## config.mk

```make
export PLATFORM = sky130hd
export DESIGN_NAME = utf8_byte_serializer
export DESIGN_NICKNAME = d
export VERILOG_FILES = /design/src/rtl/utf8_ser_pkg.sv /design/src/rtl/utf8_len_classify.sv /design/src/rtl/utf8_byte_former.sv /design/src/rtl/utf8_tx_shifter.sv /design/src/rtl/utf8_byte_serializer.sv
export SDC_FILE = /design/constraint.sdc
export NUM_CORES = 1
export LEC_CHECK = 0
export ABC_AREA = 1
export BUFFER_PORTS_ARGS = -buffer_cell sky130_fd_sc_hd__buf_2
export CORE_MARGIN = 2
export CORE_UTILIZATION = 50
export DETAILED_ROUTE_END_ITERATION = 8
export PLACE_DENSITY = 0.73
export SLEW_MARGIN = 0
export SYNTH_ARGS = -nofsm -noshare
export SYNTH_HDL_FRONTEND = slang
export SYNTH_SLANG_ARGS = --single-unit
```

## constraint.sdc

```tcl
create_clock -name clk -period 4.1 [get_ports clk]
set_clock_uncertainty 0.15 [all_clocks]
set_input_delay 0.615 -clock clk [delete_from_list [all_inputs] [get_ports clk]]
set_output_delay 0.615 -clock clk [all_outputs]
set_load 0.02 [all_outputs]
```

## src/rtl/utf8_ser_pkg.sv

```systemverilog
package utf8_ser_pkg;
  localparam int BYTE_W    = 8;
  localparam int MAX_BYTES = 4;
  localparam int FRAME_W   = MAX_BYTES * BYTE_W;
  localparam int CNT_W     = $clog2(MAX_BYTES + 1);
  localparam int GRP_W     = 6;
  localparam int CONT_N    = MAX_BYTES - 1;
endpackage

```

## src/rtl/utf8_len_classify.sv

```systemverilog
module utf8_len_classify
  import utf8_ser_pkg::*;
#(
  parameter int              CP_W   = 21,
  parameter logic [CP_W-1:0] MAX_CP = CP_W'(21'h10FFFF)
) (
  input  logic [CP_W-1:0]  cp_i,
  output logic [CNT_W-1:0] nbytes_o,
  output logic             too_big_o
);
  localparam logic [CP_W-1:0] LIM1 = CP_W'(1) << 7;
  localparam logic [CP_W-1:0] LIM2 = CP_W'(1) << 11;
  localparam logic [CP_W-1:0] LIM3 = CP_W'(1) << 16;

  always_comb begin
    too_big_o = 1'b0;
    if (cp_i < LIM1)       nbytes_o = CNT_W'(1);
    else if (cp_i < LIM2)  nbytes_o = CNT_W'(2);
    else if (cp_i < LIM3)  nbytes_o = CNT_W'(3);
    else if (cp_i <= MAX_CP) nbytes_o = CNT_W'(4);
    else begin
      nbytes_o  = '0;
      too_big_o = 1'b1;
    end
  end
endmodule

```

## src/rtl/utf8_byte_former.sv

```systemverilog
module utf8_byte_former
  import utf8_ser_pkg::*;
#(
  parameter int CP_W = 21
) (
  input  logic [CP_W-1:0]    cp_i,
  input  logic [CNT_W-1:0]   nbytes_i,
  output logic [FRAME_W-1:0] frame_o
);
  logic [BYTE_W-1:0] cont [CONT_N];

  for (genvar k = 0; k < CONT_N; k++) begin : g_cont
    assign cont[k] = {2'b10, cp_i[k*GRP_W +: GRP_W]};
  end

  always_comb begin
    case (nbytes_i)
      CNT_W'(1): frame_o = {1'b0, cp_i[6:0], {(FRAME_W-BYTE_W){1'b0}}};
      CNT_W'(2): frame_o = {3'b110, cp_i[10:6], cont[0], {(FRAME_W-2*BYTE_W){1'b0}}};
      CNT_W'(3): frame_o = {4'b1110, cp_i[15:12], cont[1], cont[0], {(FRAME_W-3*BYTE_W){1'b0}}};
      CNT_W'(4): frame_o = {5'b11110, cp_i[20:18], cont[2], cont[1], cont[0]};
      default:   frame_o = '0;
    endcase
  end
endmodule

```

## src/rtl/utf8_tx_shifter.sv

```systemverilog
module utf8_tx_shifter
  import utf8_ser_pkg::*;
(
  input  logic               clk,
  input  logic               rst,
  input  logic               load_i,
  input  logic               load_err_i,
  input  logic [FRAME_W-1:0] frame_i,
  input  logic [CNT_W-1:0]   nbytes_i,
  input  logic               byte_ready_i,
  output logic               in_ready_o,
  output logic               byte_valid_o,
  output logic [BYTE_W-1:0]  byte_data_o,
  output logic               byte_last_o,
  output logic               err_o
);
  logic               busy_q, rdy_q, last_q, err_q;
  logic [FRAME_W-1:0] frame_q;
  logic [CNT_W-1:0]   remain_q;
  logic               fire;

  assign fire = busy_q & byte_ready_i;

  always_ff @(posedge clk) begin
    if (rst) begin
      busy_q   <= 1'b0;
      rdy_q    <= 1'b1;
      last_q   <= 1'b0;
      err_q    <= 1'b0;
      frame_q  <= '0;
      remain_q <= '0;
    end else begin
      err_q <= load_err_i;
      if (load_i) begin
        busy_q   <= 1'b1;
        rdy_q    <= 1'b0;
        frame_q  <= frame_i;
        remain_q <= nbytes_i;
        last_q   <= (nbytes_i == CNT_W'(1));
      end else if (fire) begin
        if (last_q) begin
          busy_q   <= 1'b0;
          rdy_q    <= 1'b1;
          last_q   <= 1'b0;
          remain_q <= '0;
        end else begin
          frame_q  <= frame_q << BYTE_W;
          remain_q <= remain_q - CNT_W'(1);
          last_q   <= (remain_q == CNT_W'(2));
        end
      end
    end
  end

  assign in_ready_o   = rdy_q;
  assign byte_valid_o = busy_q;
  assign byte_data_o  = frame_q[FRAME_W-1 -: BYTE_W];
  assign byte_last_o  = last_q;
  assign err_o        = err_q;
endmodule

```

## src/rtl/utf8_byte_serializer.sv

```systemverilog
module utf8_byte_serializer
  import utf8_ser_pkg::*;
#(
  parameter int              CP_W   = 21,
  parameter logic [CP_W-1:0] MAX_CP = CP_W'(21'h10FFFF)
) (
  input  logic              clk,
  input  logic              rst,
  input  logic              cp_valid,
  input  logic [CP_W-1:0]   cp_data,
  output logic              cp_ready,
  output logic              byte_valid,
  output logic [BYTE_W-1:0] byte_data,
  output logic              byte_last,
  input  logic              byte_ready,
  output logic              range_err
);
  logic [CNT_W-1:0]   nbytes;
  logic               too_big;
  logic [FRAME_W-1:0] frame;
  logic               accept;

  assign accept = cp_valid & cp_ready;

  utf8_len_classify #(.CP_W(CP_W), .MAX_CP(MAX_CP)) u_cls (
    .cp_i      (cp_data),
    .nbytes_o  (nbytes),
    .too_big_o (too_big)
  );

  utf8_byte_former #(.CP_W(CP_W)) u_form (
    .cp_i     (cp_data),
    .nbytes_i (nbytes),
    .frame_o  (frame)
  );

  utf8_tx_shifter u_tx (
    .clk          (clk),
    .rst          (rst),
    .load_i       (accept & ~too_big),
    .load_err_i   (accept & too_big),
    .frame_i      (frame),
    .nbytes_i     (nbytes),
    .byte_ready_i (byte_ready),
    .in_ready_o   (cp_ready),
    .byte_valid_o (byte_valid),
    .byte_data_o  (byte_data),
    .byte_last_o  (byte_last),
    .err_o        (range_err)
  );
endmodule

```

**After elaboration in Yosys (flattened, before gate mapping)**

Cells that the tools add are included.

- Flip-flop bits (word level): 39
- Bits in latches: 0
- Memory bits (writable): 0
- Memory bits (read-only): 0
- Input port bits: 25
- Output and inout port bits: 12
- Word-level logic and storage cells: 50
- Memories kept: 0

- Add/subtract/negate cells: 1
- Multiply operators: 0
- Div/mod/pow operators: 0
- Order comparisons: 4
- Eq/ne operators: 6
- Shift-type cells: 0
- Muxes and demuxes: 24
- Bitwise gates (word level): 5
- Reduce and logical (&&, ||, !) cells: 4

Operators by type and width:

| operator | number |
|---|---|
| 32-bit one-hot mux with 4 select lines | 1 |
| 32-bit two-way mux | 3 |
| 21-bit <= comparator, second input constant | 1 |
| 21-bit by 12-bit less-than comparator with 1-bit output, second input constant | 1 |
| 21-bit by 17-bit less-than comparator with 1-bit output, second input constant | 1 |
| 21-bit by 8-bit less-than comparator with 1-bit output, second input constant | 1 |
| 3-bit two-way mux | 7 |
| 1-bit two-way mux | 13 |
| 3-bit by 2-bit equality test with 1-bit output, second input constant | 3 |
| 1-bit AND | 4 |
| 2-bit AND reduction | 2 |
| 2-bit nonzero test | 2 |
| 3-bit by 1-bit equality test with 1-bit output, second input constant | 1 |
| 3-bit equality test, second input constant | 1 |
| 3-bit by 1-bit subtractor with 3-bit output, second input constant | 1 |
| 2-bit by 1-bit inequality test with 1-bit output, second input constant | 1 |
| 1-bit inverter | 1 |

**Longest topological paths before layout**

Gate-level depths: netlist of run 1.

- Word-level depth: 9
- Depth in mapped cells: 11
- Mapped depth without buffers: 10

**Cells and area by module**

From an unflattened synthesis of run 1, not the netlist that was laid out.

- Cells, all modules: 424
- Area, all modules: 2677.6 µm²

Modules (own cells, without submodules):

| module | times used | cells an instance | area an instance (µm²) | sequential area each (µm²) |
|---|---|---|---|---|
| utf8_tx_shifter | 1 | 282 | 1981.9 | 780.7 |
| utf8_byte_former | 1 | 111 | 564.3 | 0.0 |
| utf8_len_classify | 1 | 27 | 116.4 | 0.0 |
| utf8_byte_serializer | 1 | 4 | 15.0 | 0.0 |

**Least setup slack after synthesis of run 1**

OpenSTA, ideal clock, no wires.

- Path kind: input -> register
- From: in cp_data[18]
- To: reg u_tx.frame_q[25]
- Setup time: 0.132 ns
- Arrival time: 1.518 ns
- Data required time: 3.818 ns
- Slack: 2.300 ns
- Stages: 9
- Path buffers: 1
- Path through: nor2_1 -> nand2_2 -> a21oi_4 -> buf_2 -> nand2_1 -> nor2_1 -> nand3_1 -> nand2_1 -> a21oi_1

- Cells in the longest elaborated chain, start to end: 9
- Elaborated cells between the ends (all ways): 23
- Classes of those cells: order compare: 4; eq/ne: 5; mux: 10; bitwise: 2; reduce/logical: 2

RTL lines:

| what | RTL line | RTL |
|---|---|---|
| from (decl) | utf8_byte_serializer.sv:10 | `input logic [CP_W-1:0] cp_data,` |
| parallel branches: the longest is 9 deep, another holds 21-bit <= comparator | -- |  |
| to (signal assigned) | utf8_tx_shifter.sv:37 | `frame_q <= frame_i;` |
| to (signal assigned) | utf8_tx_shifter.sv:47 | `frame_q <= frame_q << BYTE_W;` |
| to (decl) | utf8_tx_shifter.sv:18 | `logic [FRAME_W-1:0] frame_q;` |

Several ways; the timed one is not identified.
A chain may end at the register's enable or synchronous reset.

**Final worst setup path of run 1**

- From: in cp_data[16]
- To: reg u_tx.frame_q[13]

The elaborated chain is that of the path after synthesis.

==> results_dict.tcl, run 1 <==
set metrics [dict create \
    outcome "finished clean" \
    crit_fanout 23 \
    end_kind "flop" \
    synthCells 309 \
    fp.dieW_um 68.5 \
    critPathRequiredTime_ns 4.19 \
    final_hold_viol_count 0 \
    ys.warnings.count 0 \
    nets 362 \
    synthFlopType "dfxtp_1" \
    floorplan.initialDensity_pct 52.0 \
    ir_worst_vdd_v 0.000180 \
    dp_hpwl_um 3960 \
    ys_ff_latch 36 \
    area_growth_pct 11.7 \
    crit_type "input port to flop" \
    crit_path_end "u_tx.frame_q[13]$_SDFFE_PP0P_" \
    drive_gt1_share_pct 18.2 \
    relSlewSlack_pct 59.7 \
    num_vias 2110 \
    slew_viol_final 0 \
    crit_arrival_ns 2.21 \
    rsz0062_at_grt "false" \
    ys_seq_area_share_pct 34.6 \
    regArea_um2 721 \
    synth_edf_count 0 \
    holdBufCountCts 0 \
    syn_area_per_cell_um2 6.73 \
    min_path_type "flop to flop" \
    antenna_cells 0 \
    multiInputGateArea_um2 1130 \
    grt_max_degree 26 \
    r2r_cells 8 \
    synth.distinct_cells 30 \
    reg2reg_slack_ns 2.18 \
    cp.depth 10 \
    drc 0 \
    synthesis.area_um2 2080 \
    cp.buffers_inverters 3 \
    timing.setup.tns_ns 0 \
    gp_congestion 0.890 \
    path_clk_slew_ns 0.07 \
    reg2reg_to "u_tx.frame_q[13]$_SDFFE_PP0P_" \
    cp_top_family "compound AO/OA/AOI/OAI gates" \
    cap_violations 0 \
    die_h_um 68.5 \
    dieArea_um2 4690 \
    cts_htree_levels 2 \
    dr.pass1.iters 7 \
    synth_nets 336 \
    wl_per_cell_um 14.3 \
    period_share_pct 51.7 \
    wirelength_um 5540 \
    fmax_ghz 0.472 \
    grt_pass1_wl_um 8780 \
    timing.hold.ws_ns 0.317 \
    p_leak_uw 0.00103 \
    grt_pass1_vias 1855 \
    layout_min_cycle_time_ns 2.12 \
    r2r-start "u_tx.in_ready_o$_SDFFE_PP1P_" \
    grt_antenna_before_repair 0 \
    detail-route-antenna-nets 0 \
    async_flop_share_pct 0 \
    tritoncts "built" \
    fillCellCount 407 \
    grt_usage_pct 25.1 \
    cts_max_path_buffers 2 \
    max_stage_delay_ns 0.52 \
    p_per_area_nw_per_um2 378 \
    worst_path_max_delay_cell "a21oi_4" \
    cts_made_buffers 5 \
    worstSetupStartpointType "input port" \
    setup.worst_path.start "cp_data[16]" \
    routed_via_density 5.47 \
    first_iter_violations 181 \
    cts-root-buf "clkbuf_8" \
    cts.repair.resized 0 \
    rows 23 \
    cts_setup_buffers 0 \
    setup_viol_count_final 0 \
    cp_cell_sequence "buf_2 -> nor2_1 -> nand2_2 -> a21oi_4 -> nand2_4 -> inv_2 -> nand2_1 -> nand3_1 -> o211ai_1 -> inv_1" \
    design.core.area_um2 4000 \
    worst_skew_pair.late_latency_ns 0.29 \
    worstHoldStart "u_tx.frame_q[5]$_SDFFE_PP0P_" \
    max_slew.worst_pin.slew_ns 0.603 \
    cts_num_sinks 36 \
    pin_count 37 \
    port_buffers 36 \
    gr-total-overflow 0 \
]
[how the worst min path moves through the flow]
stage                                   endpoint  slack (ns)  depth (start not counted)
floorplan           u_tx.frame_q[7]$_SDFFE_PP0P_        0.29                          2
global placement    u_tx.frame_q[4]$_SDFFE_PP0P_        0.30                          2
detailed placement  u_tx.frame_q[7]$_SDFFE_PP0P_        0.30                          2
CTS                 u_tx.frame_q[7]$_SDFFE_PP0P_        0.32                          2
global route        u_tx.frame_q[7]$_SDFFE_PP0P_        0.34                          2
finish              u_tx.frame_q[5]$_SDFFE_PP0P_        0.32                          2
[synth_stat cells, drive strengths merged (2+ instances only)]
library cell  number  area, um2
a21oi             25        136
a31oi              4       25.0
buf               15        104
clkbuf             2       7.51
dfxtp             36        721
ha                 2       25.0
inv               32        123
nand2             86        368
nand3             26        135
nand4              2       12.5
nor2              35        156
o211ai            13       97.6
o21ai             25        125
[layout make-up]
class                      count  area share [%]
multi-input combinational    224            48.5
timing repair buffer          36            7.75
clock inverter                 3            1.83
inverter                      32            5.28
sequential                    36            31.0
tap                           50            2.69
clock buffer                   5            2.96
[stage by stage]
stage / instance area (um2) / util, % / power [uW] / instances / setup slack [ns]
after detailed placement: 2210 / 55.3 / 570 / 378 / 1.69
after global routing: 2320 / 58.1 / 922 / 386 / 1.80
after CTS: 2320 / 58.1 / 881 / 386 / 2.00
final: 2320 / 58.1 / 879 / 386 / 1.98
after global placement: 2210 / 55.3 / 568 / 378 / 1.71
after floorplan: 2080 / - / 526 / 309 / 2.30
[layout by cell type, fill, tap and decap left out, drive strengths merged, types with 2 or more instances in the layout]
cell,synthesis,final
a21oi,25,25
a31oi,4,4
buf,15,36
clkbuf,2,5
dfxtp,36,36
ha,2,2
inv,32,32
nand2,86,86
nand3,26,26
nand4,2,2
nor2,35,35
o211ai,13,13
o21ai,25,25
[registers in the layout, summed over array words and instances (netlist names)]
register / flops
u_tx.byte_valid_o: 1
u_tx.remain_q: 3
u_tx.frame_q: 29
u_tx.err_o: 1
u_tx.in_ready_o: 1
u_tx.byte_last_o: 1
[routing by layer]
metal | GRT usage (%) | vias up | part of all wire (%)
met5 | 0 | - | 0
met4 | 8.25 | 0 | 1.8
met3 | 6.01 | 14 | 7.4
met2 | 37.7 | 87 | 45
met1 | 35.2 | 943 | 46
li1 | - | 1066 | -
[report_power, final]
part	internal, uW	switching, uW	total [uW]
clock network	180	134	314
logic	57.5	116	173
registers	377	15.1	392
total	614	265	879
[cell families after synthesis]
group           Yosys count  synth area share [%]
compound gates           70                  19.6
simple gates            151                  32.9
xor+xnor                  1                 0.421
fa+ha+maj                 2                  1.20
flops                    36                  34.6
buf+inv                  49                  11.2
[tightest hold or removal path, cell delays in order, from the launching register on]
cell and delay, ns:
dfxtp_1 0.31, nand2_1 0.06, a21oi_1 0.05
(Power assumes the default switching activity.)
==> run 2, diff against run 1 <==
- ABC_AREA: 1 -> 0
- PLACE_DENSITY: 0.73 -> 0.75
- clock period: 4.1 -> 1.9 ns (I/O delays scaled with it)
==> run 2 against run 1 <==
Setup slack got worse by 1.8 ns. Power grew 120%. Global-route usage up 3.6 points. Combinational power grew 150%. Via count rose by 4.6%. Design area is 12% higher. Clock power rose by 120%. Non-clock buffer count grew 39. Sequential power rose by 120%. Largest power group unchanged. Routed wire length up 11%. Highest routed layer unchanged.
==> results_dict.tcl, run 2 <==
set metrics [dict create \
    top_layer "met4" \
    outcome "finished clean" \
    worst_skew_pair.late_latency_ns 0.30 \
    die_h_um 68.7 \
    setup_viol_count_final 0 \
    critPathRequiredTime_ns 1.95 \
    cts_max_path_buffers 2 \
    ys_top_cells_by_count "dfxtp_1 (36), nand2_1 (31), nor2_1 (22)" \
    layout_min_cycle_time_ns 1.72 \
    ir_worst_vdd_v 0.000574 \
    area_growth_pct 24.1 \
    grt_antenna_before_repair 0 \
    grt_usage_pct 28.7 \
    final_hold_viol_count 0 \
    holdBufCountCts 0 \
    relSlewSlack_pct 57.5 \
    crit_fanout 7 \
    path_clk_slew_ns 0.08 \
    antenna_cells 0 \
    detail-route-antenna-nets 0 \
    dr.pass1.iters 4 \
    p_per_area_nw_per_um2 755 \
    routed_via_density 6.12 \
    timing.setup.tns_ns 0 \
    grt_pass1_vias 2038 \
    dp_slack_ns -0.0626 \
    wirelength_um 6160 \
    end_kind "flop" \
    ys_ff_latch 36 \
    async_flop_share_pct 0 \
    gp_congestion 0.957 \
    final_common_cell "buf_4" \
    dpl.cell_count 353 \
    worstSetupStartpointType "flop" \
    fp.dieW_um 68.7 \
    min_path_type "input port to flop" \
    drive_gt1_share_pct 29.9 \
    fillCellCount 371 \
    synthCells 255 \
    fmax_ghz 0.582 \
    nets 337 \
    num_vias 2208 \
    dp_hpwl_um 4540 \
    yosysTopAreaCellShare_pct 34.4 \
    cts_num_sinks 36 \
    rows 23 \
    wl_per_cell_um 17.1 \
    cap_violations 0 \
    first_iter_violations 233 \
    largest_reg_flops 29 \
    crit_type "flop to flop" \
    syn_area_per_cell_um2 8.21 \
    synth.distinct_cells 54 \
    largest-register "u_tx.frame_q" \
    ys.warnings.count 0 \
    met2_length_um 2810 \
    synth_edf_count 0 \
    final_cells 361 \
    design.core.area_um2 4030 \
    cts-root-buf "clkbuf_8" \
    tritoncts "built" \
    synthesis.area_um2 2090 \
    yosysTopAreaCell "dfxtp_1" \
    synth_most_common_cell "dfxtp_1" \
    pin_count 37 \
    synth_nets 282 \
    finalWorstSetupSlack_ns 0.181 \
    dieArea_um2 4720 \
    rsz0062_at_grt "false" \
    layout_common_cells "buf_4 (39), buf_2 (36), dfxtp_1 (36)" \
    slew_viol_final 0 \
    cts_htree_levels 2 \
    postPlaceCellArea_um2 2490 \
    drt-met1-wl_um 2740 \
    cts.repair.resized 0 \
    cts_made_buffers 5 \
    synthFlopType "dfxtp_1" \
    grt_pass1_wl_um 10000 \
    timing.hold.ws_ns 0.131 \
    synth.area.top_cells "dfxtp_1 (34%), nand2_1 (5.6%), a311oi_1 (5.4%)" \
    period_share_pct 90.5 \
    ys_seq_area_share_pct 34.4 \
    grt_max_degree 29 \
    crit_arrival_ns 1.77 \
    floorplan.initialDensity_pct 52.0 \
    port_buffers 36 \
    final_cell_area_um2 2600 \
    p_leak_uw 0.00105 \
    gr-total-overflow 0 \
    max_slew.worst_pin.slew_ns 0.637 \
    drc 0 \
    wl_met3_um 430 \
    cts_setup_buffers 0 \
    top_regs "u_tx.frame_q (29), u_tx.remain_q (3)" \
]
run 2: where the power goes:
part / switching, uW / internal [uW] / leakage [uW]
combinational: 247 / 181 / 0.000704
clock: 290 / 390 / 0.0000552
sequential: 38.3 / 815 / 0.000296
total: 575 / 1390 / 0.00105
run 2: logic make-up after synthesis:
family	after synthesis	share of synthesized area (%)
xor gates and xnor gates	1	0.418
DFF	36	34.4
adders and majority gates	2	1.19
buffers and inverters	32	7.89
AOI/OAI and AO/OA	89	32.0
and+or+nand+nor	89	21.3
muxes	6	2.87
run 2: area by class of cell:
cell class	count	area, um2	area share, %
clock inverter	2	35.0	1.35
sequential	36	721	27.7
tap	50	62.6	2.41
clock buffer	6	72.6	2.79
inverter	5	18.8	0.722
multi-input combinational	187	1220	46.8
timing repair buffer	75	473	18.2
run 2: final timing paths:
path	start	endpoint	slack [ns]	cells past startpoint
worst max-delay path	u_tx.in_ready_o$_SDFFE_PP1P_	u_tx.frame_q[12]$_SDFFE_PP0P_	0.18	4
worst min-delay path	rst	u_tx.frame_q[29]$_SDFFE_PP0P_	0.13	2
worst max register to register	u_tx.in_ready_o$_SDFFE_PP1P_	u_tx.frame_q[12]$_SDFFE_PP0P_	0.18	4
worst min register to register	u_tx.frame_q[26]$_SDFFE_PP0P_	u_tx.frame_q[26]$_SDFFE_PP0P_	0.33	1
run 2: through the flow:
step / utilization (%) / total power, uW
CTS: 64.5 / 1950
global route: 64.5 / 2040
finish: 64.5 / 1960
detailed placement: 61.8 / 1290
floorplan: - / 1140
global placement: 61.8 / 1280
run 2: worst max-delay path: stages, from the launching register on:
cell and delay [ns]:
dfxtp_1 0.36, and2_0 0.35, and3_1 0.41, nand3_1 0.12, a311oi_1 0.23
run 2: per-layer routing:
layer	vias up	GRT usage, %
met5	-	0
met4	0	14.0
met3	15	5.52
met2	102	43.0
met1	1024	39.3
li1	1067	-
==> run 3, diff against run 2 <==
- ABC_AREA: 0 -> 1
==> run 3 against run 2 <==
Fmax fell by 3.9%. Critical path type unchanged. Critical endpoint is now u_tx.frame_q[29]$_SDFFE_PP0P_. Count of clock-buffer cells in the layout fell by 1. Clock power fell by 20%. Die area fell by 0.61%. Largest power group unchanged.
==> results_dict.tcl, run 3 (synthesis results as in run 1) <==
set metrics [dict create \
    rsz0062_at_grt "false" \
    cts_htree_levels 2 \
    cp_cell_sequence "nand2_1 -> inv_2 -> nand2_4 -> nand2_4 -> buf_4 -> o21ai_0 -> a41oi_1" \
    grt_usage_pct 26.0 \
    cp.buffers_inverters 2 \
    num_vias 2205 \
    cp.depth 7 \
    drc 0 \
    grt_antenna_before_repair 0 \
    nets 370 \
    largest-register "u_tx.frame_q" \
    area_growth_pct 14.0 \
    worst_skew_pair.late_latency_ns 0.29 \
    cts.repair.resized 0 \
    grt_max_degree 26 \
    critPathRequiredTime_ns 1.96 \
    fin_util_pct 59.3 \
    outcome "finished clean" \
    cts_max_path_buffers 2 \
    wirelength_um 5600 \
    worst_path_max_delay_cell "dfxtp_1" \
    wl_per_cell_um 14.2 \
    cp_common_cell "nand2_4" \
    end_kind "flop" \
    grt_pass1_vias 1972 \
    fmax_ghz 0.559 \
    grt_pass1_wl_um 8950 \
    path_clk_slew_ns 0.07 \
    routed_via_density 5.60 \
    rows 23 \
    final_common_cell "nand2_1" \
    reg2reg_slack_ns 0.11 \
    first_iter_violations 197 \
    period_share_pct 94.1 \
    p_per_area_nw_per_um2 754 \
    cp_top_family "simple AND/OR/NAND/NOR gates" \
    r2r-start "u_tx.in_ready_o$_SDFFE_PP1P_" \
    holdBufCountCts 0 \
    timing.setup.tns_ns 0 \
    drive_gt1_share_pct 20.3 \
    max_stage_delay_ns 0.38 \
    gp_congestion 0.898 \
    crit_fanout 17 \
    fp.dieW_um 68.5 \
    multiInputGateArea_um2 1130 \
    cts_made_buffers 5 \
    p_leak_uw 0.00106 \
    crit_arrival_ns 1.85 \
    r2r_cells 7 \
    slew_viol_final 0 \
    port_buffers 36 \
    relSlewSlack_pct 66.7 \
    regArea_um2 721 \
    floorplan.initialDensity_pct 52.0 \
    top_regs "u_tx.frame_q (29), u_tx.remain_q (3)" \
    min_path_type "input port to flop" \
    dr.pass1.iters 5 \
    ir_worst_vdd_v 0.000505 \
    fillCellCount 390 \
    die_h_um 68.5 \
    crit_path_end "u_tx.frame_q[29]$_SDFFE_PP0P_" \
    cts_setup_buffers 0 \
    cts-root-buf "clkbuf_8" \
    cts_num_sinks 36 \
    dp_hpwl_um 4040 \
    design.core.area_um2 4000 \
    max_slew.worst_pin.slew_ns 0.499 \
    setup.worst_path.start "u_tx.in_ready_o$_SDFFE_PP1P_" \
    reg2reg_to "u_tx.frame_q[29]$_SDFFE_PP0P_" \
    gr-total-overflow 0 \
    largest_reg_flops 29 \
    tritoncts "built" \
    setup_viol_count_final 0 \
    layout_min_cycle_time_ns 1.79 \
    dieArea_um2 4690 \
    crit_type "flop to flop" \
    antenna_cells 0 \
    detail-route-antenna-nets 0 \
    final_hold_viol_count 0 \
    layout_common_cells "nand2_1 (78), buf_2 (36), dfxtp_1 (36)" \
    cap_violations 0 \
    worstSetupStartpointType "flop" \
    pin_count 37 \
]
[run 3: area by class of cell]
| type | instances | share of cell area [%] |
|---|---|---|
| Clock buffer | 5 | 2.90 |
| Timing Repair Buffer | 44 | 10.7 |
| Clock inverter | 3 | 0.791 |
| Multi-Input combinational cell | 224 | 47.5 |
| Tap cell | 50 | 2.64 |
| Inverter | 32 | 5.17 |
| Sequential cell | 36 | 30.4 |
[run 3: worst reg2reg max path, stage by stage (launching register included)]
cell	delay, ns
dfxtp_1	0.38
nand2_1	0.18
inv_2	0.17
nand2_4	0.16
nand2_4	0.12
buf_4	0.22
o21ai_0	0.12
a41oi_1	0.21
[run 3: routing by layer]
metal,GRT usage (%),share of wire (%),vias to the layer above
met1,33.9,45,1008
met5,0,0,-
met2,40.6,45,97
li1,-,-,1083
met3,6.01,7.0,17
met4,11.8,2.9,0
[run 3: power breakdown]
part | switching, uW | internal [uW]
clock | 291 | 255
sequential | 32.0 | 813
combinational | 255 | 141
[run 3: how the worst min path moves through the flow]
stage / startpoint / to / slack (ns) / cells after the start
after floorplan: cp_data[0] / u_tx.frame_q[0]$_SDFFE_PP0P_ / 0.28 / 2
after global placement: u_tx.frame_q[0]$_SDFFE_PP0P_ / u_tx.frame_q[0]$_SDFFE_PP0P_ / 0.30 / 2
after detailed placement: u_tx.frame_q[25]$_SDFFE_PP0P_ / u_tx.frame_q[25]$_SDFFE_PP0P_ / 0.30 / 2
after CTS: cp_data[2] / u_tx.frame_q[2]$_SDFFE_PP0P_ / 0.13 / 3
after global routing: cp_data[3] / u_tx.frame_q[3]$_SDFFE_PP0P_ / 0.13 / 3
final: cp_data[2] / u_tx.frame_q[2]$_SDFFE_PP0P_ / 0.13 / 3
[run 3: per-stage QoR]
stage	total power [uW]	instances	setup slack [ns]	area, um2	hold slack (ns)
after detailed placement	1250	386	0.0879	2280	0.302
after global placement	1250	386	0.108	2280	0.299
after global routing	1890	394	0.0624	2370	0.130
after CTS	1790	394	0.0785	2370	0.127
after floorplan	1130	309	0.280	2080	0.278
final	1790	394	0.111	2370	0.134
